[config.mk]
export PLATFORM = sky130hd
export DESIGN_NAME = strobe_fifo_port
export DESIGN_NICKNAME = d
export VERILOG_FILES = /design/src/rtl/sqp_pkg.sv /design/src/rtl/sqp_port.sv /design/src/rtl/sqp_ring.sv /design/src/rtl/strobe_fifo_port.sv
export SDC_FILE = /design/constraint.sdc
export NUM_CORES = 2
export LEC_CHECK = 0
export ABC_AREA = 1
export BUFFER_PORTS_ARGS = -buffer_cell sky130_fd_sc_hd__buf_2
export CAP_MARGIN = 15
export CORE_ASPECT_RATIO = 0.9
export CORE_UTILIZATION = 45
export CTS_CLUSTER_SIZE = 20
export DETAILED_ROUTE_END_ITERATION = 8
export PLACE_DENSITY_LB_ADDON = 0.12
export SETUP_SLACK_MARGIN = 0.3
export SLEW_MARGIN = 20
export SYNTH_ARGS = -nofsm -noshare
export SYNTH_HDL_FRONTEND = slang
export SYNTH_SLANG_ARGS = --single-unit
[constraint.sdc]
create_clock -name clk -period 12.1 [get_ports clk]
set_input_delay 0 -clock clk [delete_from_list [all_inputs] [get_ports clk]]
set_output_delay 0 -clock clk [all_outputs]
set_load 0.02 [all_outputs]
[src/rtl/sqp_pkg.sv]
package sqp_pkg;
  localparam int unsigned MAX_PW = 16;

  // Advance a ring pointer of width w by one with wrap-around
  function automatic logic [MAX_PW-1:0] ring_step(logic [MAX_PW-1:0] p, int unsigned w);
    logic [MAX_PW-1:0] mask;
    mask = (MAX_PW'(1) << w) - MAX_PW'(1);
    return (p + MAX_PW'(1)) & mask;
  endfunction

  // Ring is full when the write side sits one slot behind the read side
  function automatic logic ring_full(logic [MAX_PW-1:0] wp, logic [MAX_PW-1:0] rp,
                                     int unsigned w);
    return ring_step(wp, w) == rp;
  endfunction

  function automatic logic ring_empty(logic [MAX_PW-1:0] wp, logic [MAX_PW-1:0] rp);
    return wp == rp;
  endfunction
endpackage

[src/rtl/sqp_port.sv]
module sqp_port #(
  parameter int DATA_W = 8
) (
  input  logic              clk,
  input  logic              rst_n,
  input  logic              stb_i,
  input  logic [DATA_W-1:0] din_i,
  input  logic              ien_set_i,
  input  logic              ien_clr_i,
  input  logic              drain_i,
  input  logic              block_i,
  output logic [DATA_W-1:0] hold_o,
  output logic              req_o,
  output logic              ien_o
);
  always_ff @(posedge clk) begin
    if (!rst_n) begin
      hold_o <= '0;
      req_o  <= 1'b0;
    end else if (stb_i) begin
      hold_o <= din_i;
      req_o  <= 1'b1;
    end else if (drain_i) begin
      req_o  <= 1'b0;
    end
  end

  always_ff @(posedge clk) begin
    if (!rst_n)                    ien_o <= 1'b0;
    else if (ien_clr_i || block_i) ien_o <= 1'b0;
    else if (ien_set_i)            ien_o <= 1'b1;
  end
endmodule

[src/rtl/sqp_ring.sv]
module sqp_ring #(
  parameter int DATA_W = 8,
  parameter int PTR_W  = 8
) (
  input  logic              clk,
  input  logic              rst_n,
  input  logic              wr_i,
  input  logic [DATA_W-1:0] wdata_i,
  input  logic              pop_i,
  output logic [DATA_W-1:0] rdata_o,
  output logic              rvalid_o,
  output logic              uflow_o,
  output logic              empty_o,
  output logic              full_o,
  output logic [PTR_W-1:0]  wp_o,
  output logic [PTR_W-1:0]  rp_o
);
  import sqp_pkg::*;
  localparam int DEPTH = 1 << PTR_W;

  logic [DATA_W-1:0] mem [DEPTH];
  logic [PTR_W-1:0]  wp, rp;
  logic              pop_ok;

  assign empty_o = ring_empty(MAX_PW'(wp), MAX_PW'(rp));
  assign full_o  = ring_full(MAX_PW'(wp), MAX_PW'(rp), PTR_W);
  assign pop_ok  = pop_i && !empty_o;
  assign wp_o    = wp;
  assign rp_o    = rp;

  always_ff @(posedge clk) begin
    if (wr_i) mem[wp] <= wdata_i;
  end

  always_ff @(posedge clk) begin
    if (!rst_n) begin
      wp       <= '0;
      rp       <= '0;
      rdata_o  <= '0;
      rvalid_o <= 1'b0;
      uflow_o  <= 1'b0;
    end else begin
      if (wr_i) wp <= PTR_W'(ring_step(MAX_PW'(wp), PTR_W));
      if (pop_ok) begin
        rdata_o <= mem[rp];
        rp      <= PTR_W'(ring_step(MAX_PW'(rp), PTR_W));
      end
      rvalid_o <= pop_ok;
      uflow_o  <= pop_i && empty_o;
    end
  end
endmodule

[src/rtl/strobe_fifo_port.sv]
module strobe_fifo_port #(
  parameter int DATA_W = 8,
  parameter int PTR_W  = 8
) (
  input  logic              clk,
  input  logic              rst_n,
  input  logic              stb_i,
  input  logic [DATA_W-1:0] din_i,
  input  logic              ien_set_i,
  input  logic              ien_clr_i,
  output logic              irq_o,
  input  logic              pop_i,
  output logic [DATA_W-1:0] rd_data_o,
  output logic              rd_valid_o,
  output logic              underflow_o,
  output logic              empty_o,
  output logic              full_o
);
  logic [DATA_W-1:0] hold;
  logic              req, ien, drain, block;
  logic [PTR_W-1:0]  wp, rp;

  assign irq_o = req && ien;
  assign drain = irq_o && !full_o;
  assign block = irq_o && full_o;

  sqp_port #(.DATA_W(DATA_W)) u_port (
    .clk(clk), .rst_n(rst_n), .stb_i(stb_i), .din_i(din_i),
    .ien_set_i(ien_set_i), .ien_clr_i(ien_clr_i),
    .drain_i(drain), .block_i(block),
    .hold_o(hold), .req_o(req), .ien_o(ien)
  );

  sqp_ring #(.DATA_W(DATA_W), .PTR_W(PTR_W)) u_ring (
    .clk(clk), .rst_n(rst_n), .wr_i(drain), .wdata_i(hold), .pop_i(pop_i),
    .rdata_o(rd_data_o), .rvalid_o(rd_valid_o), .uflow_o(underflow_o),
    .empty_o(empty_o), .full_o(full_o), .wp_o(wp), .rp_o(rp)
  );
endmodule

==> run summary <==
========================================================================================
Highest clock frequency the design can meet                                      190 MHz
First-pass GRT wire length                                                        368 mm
Lkg Pwr                                                                          33.3 nW
Cell-by-cell trace of the critical path                                     inv_8 > buf_12 > buf_4 > nand2_1 > nand3_1 > nand3_1 > nand2_1 > nand3_1 > nand3_1 > nand3_1 > nand2_1 > nand2_1 > nand3_1 > nand2_1 > inv_1
Combined area of the multi-input logic cells                                  0.0205 mm²
Total Power Consumption                                                          16.3 mW
Width of the die                                                                  459 µm
Transition at the pin with the smallest max-transition slack                     1.18 ns
WP data required                                                                12.88 ns
Number of enable-type register cells in the synthesized netlist                     2048
Post-DR wirelength/cell                                                          25.4 µm
Maximum number of pins on one net before global-route repair                         188
Signal arrival time at the worst endpoint                                        6.05 ns
R2R cell count                                                                        15
Share of the synthesized area in the top cell type                                 72.6%
Rel. slew slack                                                                    21.3%
Number of warning messages in the yosys log                                            0
1st-iter DRT viols                                                                  6614
Hold endpoint                                                               u_port.hold_o[7]$_SDFFE_PN0P_
Slowest-stage cell, CP                                                      sky130_fd_sc_hd__buf_4
Flop-to-flop setup slack                                                         6.83 ns
Number of antenna violations at the first check in global routing                      7
Worst Path Buf+Inv                                                                     4
Number of cells on the worst hold path                                                 4
Number of unique standard cell types used by synthesis                                38
Maximum buffer depth of the clock tree                                                 3
Post-synth top cells                                                        2844 x sky130_fd_sc_hd__nand2_1, 2048 x sky130_fd_sc_hd__edfxtp_1, 1301 x sky130_fd_sc_hd__nand3_1, 379 x sky130_fd_sc_hd__clkbuf_1, 292 x sky130_fd_sc_hd__nor2_1
Critical R2R Capture                                                        u_ring.rdata_o[2]$_SDFFE_PN0P_
I/O Buffers                                                                           26
Max-slew violations                                                                    0
Hold path startpoint                                                            din_i[7]
Total power density per cell area                                             174 mW/mm²
Post-layout net count                                                               7301
Drt via density                                                                     5.59
Global-route congestion overflow total                                                 0
Average instance area after synthesis                                           11.5 µm²
Area contributors post-synth                                                sky130_fd_sc_hd__edfxtp_1 73%, sky130_fd_sc_hd__nand2_1 13%, sky130_fd_sc_hd__nand3_1 7.7%, sky130_fd_sc_hd__clkbuf_1 1.7%, sky130_fd_sc_hd__a21oi_1 1.5%
Total half-perimeter wirelength after legalization and detailed placement         140 mm
Critical R2R Launch                                                         u_ring.rp_o[0]$_SDFFE_PN0P_
Leading register cell type out of synthesis                                 sky130_fd_sc_hd__edfxtp_1
Worst-case vdd ir drop                                                            139 µV
Routed wire length                                                                253 mm
Unrepaired setup endpoints after global routing                                    false
Worst Setup Start Kind                                                         flip-flop
Total Die Area                                                                 0.190 mm²
Final clock period utilization by the worst path                                   43.6%
Setup Buffers After CTS                                                                0
Seq cells post-synth                                                                2084
Async set-or-reset flop fraction in the synthesized netlist                           0%
Number of clock sinks                                                               2084
Number of standard-cell rows in the floorplan                                        150
Chip height                                                                       414 µm
Router iterations before antenna repair                                                6
Kind of path behind the tightest hold check                                 primary input to flip-flop
Sequential standard cell area                                                 0.0623 mm²
Clock slew at reported path FFs                                                  0.06 ns
Most numerous cell on the critical path                                     sky130_fd_sc_hd__nand3_1
Share of synthesized area occupied by flip-flops and latches                       73.4%
Count of H-tree levels built during CTS                                                4
Gate count after technology mapping                                                 7391
Minimum clock period after layout                                                5.27 ns
Post-route DRC                                                                         0
Via count of the first global-routing pass                                         52158
Layout cells sized above 1                                                         6.19%
Result of the run                                                           finished clean
Clock insertion delay at the later pin of the skew report                        0.85 ns
Root buffer cell                                                            sky130_fd_sc_hd__clkbuf_16
Most used standard cell by instance count after synthesis                   sky130_fd_sc_hd__nand2_1
Final clock skew                                                               0.0413 ns
Number of vias after detailed routing                                              55712
Crit path max-delay family                                                  buffers and inverters
Area of the mapped netlist                                                    0.0848 mm²
PostCTS Resize Cnt                                                                     0
Setup TNS                                                                           0 ns
Last weighted congestion value of the routability-driven placer                    0.872
Number of max-capacitance violations reported                                          0
Final Hold Violating Endpoints                                                         0
Effective utilization at floorplan                                                 45.5%
Top cell type by total area after synthesis                                 sky130_fd_sc_hd__edfxtp_1
Core Box Area                                                                  0.186 mm²
Clock tree from TritonCTS                                                           done
Highest net fanout along the worst path                                              187
Synthesis-to-finish area growth                                                    10.6%
Number of buffers created by CTS                                                     210
FILL cells                                                                         16386
Post-cts hold buffer count                                                            39
Combined global-route utilization of all metal layers                              26.5%
Mapped Nets                                                                         7410
I/O pins                                                                              27
Element type at the critical path end                                          flip-flop
CP max stage delay                                                               0.92 ns
Type of the setup path with the least slack                                 flip-flop to flip-flop
Antenna Nets Post-Route                                                                0
Setup violations, final                                                                0
========================================================================================
==> layer usage <==
layer / up-vias / global-route usage (%) / wire, µm
li1: 25496 / - / -
met1: 27655 / 39.4 / 113000
met2: 2205 / 39.9 / 113000
met3: 356 / 4.07 / 19000
met4: 0 / 7.96 / 7690
met5: - / 0 / 0
==> logic make-up after synthesis <==
family | after synthesis | share of synthesized area (%)
DFF | 2084 | 73.4
and+or+nand+nor | 4496 | 22.2
adders and majority gates | 5 | 0.0738
AOI/OAI and AO/OA | 291 | 1.77
xor gates and xnor gates | 8 | 0.0827
buffers and inverters | 507 | 2.42
==> power by group <==
group          internal [mW]  switching (mW)  total, mW
combinational          0.510            1.59       2.10
clock                   3.37            2.78       6.15
sequential              7.97          0.0809       8.05
==> through the flow <==
stage	hold slack, ns	std cells	setup WS [ns]	util [%]	area (µm²)
floorplan	0.135	7391	7.85	-	84800
global placement	0.222	9538	6.93	46.7	87000
detailed placement	0.227	9538	6.99	46.7	87000
CTS	0.0817	9967	6.98	50.3	93700
global route	0.185	9968	6.64	50.3	93800
finish	0.193	9970	6.83	50.3	93800
==> layout by cell type (no fill, tap or decap), types with 3 or more instances in the layout <==
master	n
sky130_fd_sc_hd__a21boi_0	7
sky130_fd_sc_hd__a21oi_1	253
sky130_fd_sc_hd__buf_12	9
sky130_fd_sc_hd__buf_2	26
sky130_fd_sc_hd__buf_4	71
sky130_fd_sc_hd__bufinv_16	6
sky130_fd_sc_hd__clkbuf_1	60
sky130_fd_sc_hd__clkbuf_16	212
sky130_fd_sc_hd__clkbuf_8	3
sky130_fd_sc_hd__clkinv_1	53
sky130_fd_sc_hd__clkinv_2	42
sky130_fd_sc_hd__clkinv_8	5
sky130_fd_sc_hd__clkinvlp_4	5
sky130_fd_sc_hd__dfxtp_1	23
sky130_fd_sc_hd__dfxtp_4	12
sky130_fd_sc_hd__dlygate4sd3_1	39
sky130_fd_sc_hd__edfxtp_1	2048
sky130_fd_sc_hd__ha_1	5
sky130_fd_sc_hd__inv_1	27
sky130_fd_sc_hd__inv_6	5
sky130_fd_sc_hd__inv_8	6
sky130_fd_sc_hd__nand2_1	2843
sky130_fd_sc_hd__nand3_1	1301
sky130_fd_sc_hd__nand4_4	14
sky130_fd_sc_hd__nor2_1	290
sky130_fd_sc_hd__nor2_2	28
sky130_fd_sc_hd__nor3_1	6
sky130_fd_sc_hd__o211ai_1	7
sky130_fd_sc_hd__o21ai_0	20
sky130_fd_sc_hd__xnor2_1	5
sky130_fd_sc_hd__xor2_1	3
==> final cells by class <==
cell class | instances | area share (%)
Sequential cell | 2084 | 66.4
Antenna cell | 2 | 0.00534
Clock inverter | 115 | 0.841
Tap cell | 2508 | 3.35
Clock buffer | 275 | 5.94
Timing Repair Buffer | 146 | 1.35
Multi-Input combinational cell | 4800 | 21.9
Inverter | 40 | 0.211
==> state kept, by name, indices dropped and copies added, names as in the netlist <==
| register | cells |
|---|---|
| u_ring.rp_o | 8 |
| u_ring.uflow_o | 1 |
| u_port.req_o | 1 |
| u_port.ien_o | 1 |
| u_port.hold_o | 8 |
| u_ring.rvalid_o | 1 |
| u_ring.wp_o | 8 |
| u_ring.rdata_o | 8 |
| u_ring.mem | 2048 |
==> worst register-to-register path, cell delays in order, from the launching register on <==
cell and delay [ns]:
sky130_fd_sc_hd__dfxtp_4 0.57, sky130_fd_sc_hd__inv_8 0.57, sky130_fd_sc_hd__buf_12 1.02, sky130_fd_sc_hd__buf_4 1.11, sky130_fd_sc_hd__nand2_1 0.24, sky130_fd_sc_hd__nand3_1 0.18, sky130_fd_sc_hd__nand3_1 0.11, sky130_fd_sc_hd__nand2_1 0.12
sky130_fd_sc_hd__nand3_1 0.25, sky130_fd_sc_hd__nand3_1 0.23, sky130_fd_sc_hd__nand3_1 0.36, sky130_fd_sc_hd__nand2_1 0.19, sky130_fd_sc_hd__nand2_1 0.08, sky130_fd_sc_hd__nand3_1 0.09, sky130_fd_sc_hd__nand2_1 0.06, sky130_fd_sc_hd__inv_1 0.04
==> how the worst max path moves through the flow <==
stage / endpoint / start / depth (start not counted) / slack, ns
2_1_floorplan: u_ring.mem[0][7]$_DFFE_PP_ / u_port.hold_o[7]$_SDFFE_PN0P_ / 0 / 7.85
3_3_place_gp: u_ring.rdata_o[3]$_SDFFE_PN0P_ / u_ring.rp_o[0]$_SDFFE_PN0P_ / 15 / 6.93
3_5_place_dp: u_ring.rdata_o[5]$_SDFFE_PN0P_ / u_ring.rp_o[0]$_SDFFE_PN0P_ / 15 / 6.99
4_1_cts: u_ring.rdata_o[5]$_SDFFE_PN0P_ / u_ring.rp_o[0]$_SDFFE_PN0P_ / 15 / 6.98
5_1_grt: u_ring.rdata_o[2]$_SDFFE_PN0P_ / u_ring.rp_o[0]$_SDFFE_PN0P_ / 15 / 6.64
6_report: u_ring.rdata_o[2]$_SDFFE_PN0P_ / u_ring.rp_o[0]$_SDFFE_PN0P_ / 15 / 6.83
Power figures use the tool's default switching activity.
